<file path="src/rtl/dac_write_seq.sv">
module dac_write_seq #(
  parameter int CODE_W      = 12,
  parameter int FRAME_W     = 16,
  parameter int HALF_CLKS   = 4,
  parameter int GAP_CLKS    = 2,
  parameter int STROBE_CLKS = 4
) (
  input  logic              clk,
  input  logic              rst_n,
  input  logic              req_valid,
  output logic              req_ready,
  input  logic              req_cmd_rst,
  input  logic              req_chan,
  input  logic [CODE_W-1:0] req_code,
  input  logic              req_mid,
  output logic              done,
  output logic              sclk,
  output logic              sdata,
  output logic              cs_n,
  output logic              lda_n,
  output logic              ldb_n,
  output logic              rst_dac_n,
  output logic              preset_mid
);

  localparam int PAD_W   = FRAME_W - CODE_W;
  localparam int HALF_E  = (HALF_CLKS < 2) ? 2 : HALF_CLKS;
  localparam int GAP_E   = (GAP_CLKS < 1) ? 1 : GAP_CLKS;
  localparam int STRB_E  = (STROBE_CLKS < 1) ? 1 : STROBE_CLKS;
  localparam int MAXC_A  = (HALF_E > GAP_E) ? HALF_E : GAP_E;
  localparam int MAXC    = (MAXC_A > STRB_E) ? MAXC_A : STRB_E;
  localparam int TW      = $clog2(MAXC + 1);
  localparam int BW      = $clog2(FRAME_W);

  typedef enum logic [3:0] {
    S_IDLE, S_SETUP, S_LOW, S_HIGH, S_GAP, S_STRB, S_RPRE, S_RLOW
  } st_t;

  st_t               st;
  logic [TW-1:0]     tmr;
  logic [BW-1:0]     bitn;
  logic [FRAME_W-1:0] shreg;
  logic              chan;
  logic [FRAME_W-1:0] frame;

  assign frame     = {{PAD_W{1'b0}}, req_code};
  assign req_ready = (st == S_IDLE);

  always_ff @(posedge clk or negedge rst_n) begin
    if (!rst_n) begin
      st         <= S_IDLE;
      tmr        <= '0;
      bitn       <= '0;
      shreg      <= '0;
      chan       <= 1'b0;
      done       <= 1'b0;
      sclk       <= 1'b1;
      sdata      <= 1'b0;
      cs_n       <= 1'b1;
      lda_n      <= 1'b1;
      ldb_n      <= 1'b1;
      rst_dac_n  <= 1'b1;
      preset_mid <= 1'b0;
    end else begin
      done <= 1'b0;
      case (st)
        S_IDLE: begin
          if (req_valid) begin
            if (req_cmd_rst) begin
              preset_mid <= req_mid;
              tmr        <= TW'(GAP_E - 1);
              st         <= S_RPRE;
            end else begin
              shreg <= frame;
              chan  <= req_chan;
              bitn  <= '0;
              cs_n  <= 1'b0;
              sdata <= frame[FRAME_W-1];
              tmr   <= TW'(HALF_E - 1);
              st    <= S_SETUP;
            end
          end
        end
        default: begin
          if (tmr != '0) begin
            tmr <= tmr - 1'b1;
          end else begin
            case (st)
              S_SETUP: begin
                sclk  <= 1'b0;
                sdata <= shreg[FRAME_W-1];
                tmr   <= TW'(HALF_E - 1);
                st    <= S_LOW;
              end
              S_LOW: begin
                sclk <= 1'b1;
                tmr  <= TW'(HALF_E - 1);
                st   <= S_HIGH;
              end
              S_HIGH: begin
                if (bitn == BW'(FRAME_W - 1)) begin
                  cs_n  <= 1'b1;
                  sdata <= 1'b0;
                  tmr   <= TW'(GAP_E - 1);
                  st    <= S_GAP;
                end else begin
                  bitn  <= bitn + 1'b1;
                  shreg <= {shreg[FRAME_W-2:0], 1'b0};
                  sdata <= shreg[FRAME_W-2];
                  sclk  <= 1'b0;
                  tmr   <= TW'(HALF_E - 1);
                  st    <= S_LOW;
                end
              end
              S_GAP: begin
                lda_n <= chan;
                ldb_n <= ~chan;
                tmr   <= TW'(STRB_E - 1);
                st    <= S_STRB;
              end
              S_STRB: begin
                lda_n <= 1'b1;
                ldb_n <= 1'b1;
                done  <= 1'b1;
                st    <= S_IDLE;
              end
              S_RPRE: begin
                rst_dac_n <= 1'b0;
                tmr       <= TW'(STRB_E - 1);
                st        <= S_RLOW;
              end
              S_RLOW: begin
                rst_dac_n <= 1'b1;
                done      <= 1'b1;
                st        <= S_IDLE;
              end
              default: st <= S_IDLE;
            endcase
          end
        end
      endcase
    end
  end

endmodule

</file>
<file path="config.mk">
export PLATFORM = sky130hd
export DESIGN_NAME = dac_write_seq
export DESIGN_NICKNAME = d
export VERILOG_FILES = /design/src/rtl/dac_write_seq.sv
export SDC_FILE = /design/constraint.sdc
export NUM_CORES = 1
export LEC_CHECK = 0
export CORE_MARGIN = 2
export CORE_UTILIZATION = 40
export CTS_CLUSTER_SIZE = 25
export DETAILED_ROUTE_END_ITERATION = 10
export DONT_BUFFER_PORTS = 1
export GPL_TIMING_DRIVEN = 0
export PLACE_DENSITY = 0.61
export SLEW_MARGIN = 30
export SYNTH_ARGS = -nofsm -noshare
export SYNTH_HDL_FRONTEND = slang
export SYNTH_SLANG_ARGS = --single-unit
export TNS_END_PERCENT = 1
</file>
<file path="constraint.sdc">
create_clock -name clk -period 3.2 [get_ports clk]
set_input_delay 0.16 -clock clk [delete_from_list [all_inputs] [get_ports clk]]
set_output_delay 0.16 -clock clk [all_outputs]
set_load 0.005 [all_outputs]
</file>
==> impl_metrics.yaml <==
sta:
  rsz0062_at_grt: "no"
  finalHoldViolCount: 0
  layout_min_cycle_time_ns: 1.80
  slew_headroom: 0.721
  tightest_slew_ns: 0.417
  clock_skew_ns: 0.00472
  whs_ns: 0.0136
  finalSetupTns_ns: 0
  setup_violations: 0
  maxSlewViolCount: 0
  fmax_ghz: 0.557
  min_period_over_period: 0.562
setup_path:
  critPathArrivalTime_ns: 1.97
  r2r_slack_ns: 1.40
  critPathLaunch: "tmr[0]$_DFFE_PN0P_"
  r2r-end: "shreg[10]$_DFFE_PN0P_"
  r2r_start: "tmr[0]$_DFFE_PN0P_"
  path_class: "reg2reg"
  setup.worst_path.start_class: "register"
  required_ns: 3.37
  reg2reg_depth: 9
  crit_path_end: "shreg[10]$_DFFE_PN0P_"
  end_kind: "register"
  crit_fanout: 10
drt:
  drc_errors: 0
  drtIter0Drc: 76
  wl_per_cell_um: 14.6
  totalWireLength_um: 3420
  via_count: 1276
  final_antenna_net_count: 0
  routed_via_density: 5.45
  firstDrtPassIters: 4
synth:
  synth_cells: 173
  ys_seq_area_frac: 0.514
  async_flop_share: 1.00
  synth.distinct_cells: 37
  syn-mean-instance-area_um2: 9.92
  synth_edf_count: 0
  yosys_warnings: 0
  synth_nets: 194
  syn_area_mm2: 0.00172
  synth_seq_cells: 35
  synth_top_flop_cell: "dfrtp_1"
global_routing:
  antenna_found_initial: 0
  grt_pass1_wl_um: 6180
  overflow: 0
  grt_util_all_layers: 0.161
  grt_pass1_vias: 1360
  grt_max_degree: 36
finish:
  fin_nets: 204
  fin_util: 0.468
  antenna_cells: 0
  multi_input_area_um2: 723
  layout.cells.non_filler: 234
  n_fill_cell: 378
  area_delta_synth_final_pct: 10.6
  regArea_um2: 882
  drive_above_1_share: 0.179
clock_network:
  root_buffer: "clkbuf_8"
  cts_tree: "yes"
  cts_num_sinks: 35
  htree_num_levels: 2
  post_cts_buffers: 0
  cts_buffers: 5
  cts.repair.resized: 0
  clk_latency_ns: 0.28
  clock_path_buffers: 2
  path_clk_slew_ns: 0.06
pwr:
  p_leak_uw: 0.000830
  powerDensity_mw_per_mm2: 916
  ir_drop_v: 0.000351
floorplan:
  core.rowCount: 23
  core_mm2: 0.00406
  start_util: 0.423
  die_y_um: 69.5
  ioPinCount: 27
  dieArea_mm2: 0.00483
  dieWidth_um: 69.5
min_path:
  hp-class: "in2reg"
placement:
  post-dp-hpwl_um: 2480
  gp_congestion: 0.842
  dp.cells: 223
  place.port_buffers: 0
flow_run:
  maxCapViolations: 0
status:
  status: "finished clean"
==> how the worst min path moves through the flow <==
stage | startpoint | end | slack (ns) | cells past startpoint
detailed placement | rst_n | preset_mid$_DFFE_PN0P_ | -0.13 | 0
finish | req_mid | preset_mid$_DFFE_PN0P_ | 0.01 | 1
global placement | rst_n | done$_DFF_PN0_ | -0.13 | 0
global route | req_mid | preset_mid$_DFFE_PN0P_ | 0.003 | 1
floorplan | rst_n | bitn[0]$_DFFE_PN0P_ | -0.14 | 0
CTS | req_mid | preset_mid$_DFFE_PN0P_ | 0.009 | 1
==> registers in the layout, summed over array words and instances, names as in the netlist, 3 cells and up <==
register  count
tmr           3
st            3
bitn          4
shreg        16
==> cells by family (layout without fill, tap and decap cells) <==
family                     after synthesis  in the layout  synth area share
buffers and inverters                   16             27            0.0642
DFF                                     35             35             0.514
AOI/OAI and AO/OA                       40             40             0.153
adders and majority gates                3              3            0.0219
muxes                                    3              3            0.0190
and+or+nand+nor                         76             76             0.228
==> placed cells by master (no fill, tap or decap), types with 2 or more instances in the layout <==
cell type and instances:
clkbuf_8 5, or3_1 2, nand2b_1 3, and3_1 2, nand2_1 19, nor3_1 8, nor2b_1 2, o31ai_1 3
buf_2 4, dlygate4sd3_1 2, clkbuf_1 3, buf_4 4, a31oi_1 4, ha_1 3, inv_1 3, o21ai_1 4
buf_6 4, a21oi_1 8, nor3_2 5, o22ai_1 11, o21ai_0 2, dfrtp_1 30, dfstp_2 5, a22o_1 4
nor2_1 22, nand3_1 7
==> routing by layer <==
layer | up-vias | GRT usage | routed length, µm
met1 | 618 | 0.186 | 1530
met4 | 0 | 0.0719 | 63
met2 | 22 | 0.269 | 1670
met3 | 7 | 0.0552 | 162
met5 | - | 0 | 0
li1 | 629 | - | -
==> cell usage after synthesis, types with 3 or more instances <==
cell / number / area share
dfrtp_1: 30 / 0.44
inv_1: 3 / 0.0066
o22ai_1: 11 / 0.040
o31ai_1: 3 / 0.013
nand3_1: 7 / 0.020
buf_2: 4 / 0.012
dfstp_2: 5 / 0.077
nor2_1: 22 / 0.048
buf_6: 4 / 0.026
nor3_1: 8 / 0.023
a21oi_1: 8 / 0.023
a22o_1: 4 / 0.020
a31oi_1: 4 / 0.015
nor3_2: 5 / 0.029
buf_4: 4 / 0.018
nand2b_1: 3 / 0.011
ha_1: 3 / 0.022
o21ai_1: 4 / 0.012
nand2_1: 19 / 0.042
==> critical path, stage by stage, from the launching register on <==
cell and delay (ns):
dfrtp_1 0.37, inv_1 0.08, ha_1 0.23, and3b_1 0.17, buf_4 0.16, and3_1 0.15
buf_6 0.13, buf_6 0.14, nor3_1 0.18, nor2_1 0.06
==> area by class of cell <==
| type | count | share of cell area |
|---|---|---|
| clock buffers | 8 | 0.0422 |
| inverters | 4 | 0.00791 |
| repair buffers | 3 | 0.0211 |
| plain buffers | 12 | 0.0501 |
| well taps | 50 | 0.0330 |
| flip-flops and latches | 35 | 0.465 |
| multi-input cells | 122 | 0.381 |
==> through the flow <==
step,setup slack [ns],area [µm²],power (µW)
2_1_floorplan,1.56,1720,1290
3_3_place_gp,1.45,1780,1400
3_5_place_dp,1.42,1780,1440
4_1_cts,1.41,1900,1760
5_1_grt,1.25,1900,1890
6_report,1.40,1900,1740
==> power by group <==
group	internal (µW)	leakage [µW]	switching (µW)
sequential	669	0.000417	143
combinational	291	0.000373	334
clock	154	0.0000395	148
==> what timing repair did <==
item / CTS / global route
hold buffers: 3 / 0
setup endpoints to repair: 0 / 0
hold endpoints to repair: 36 / 0
(Power assumes the default switching activity.)
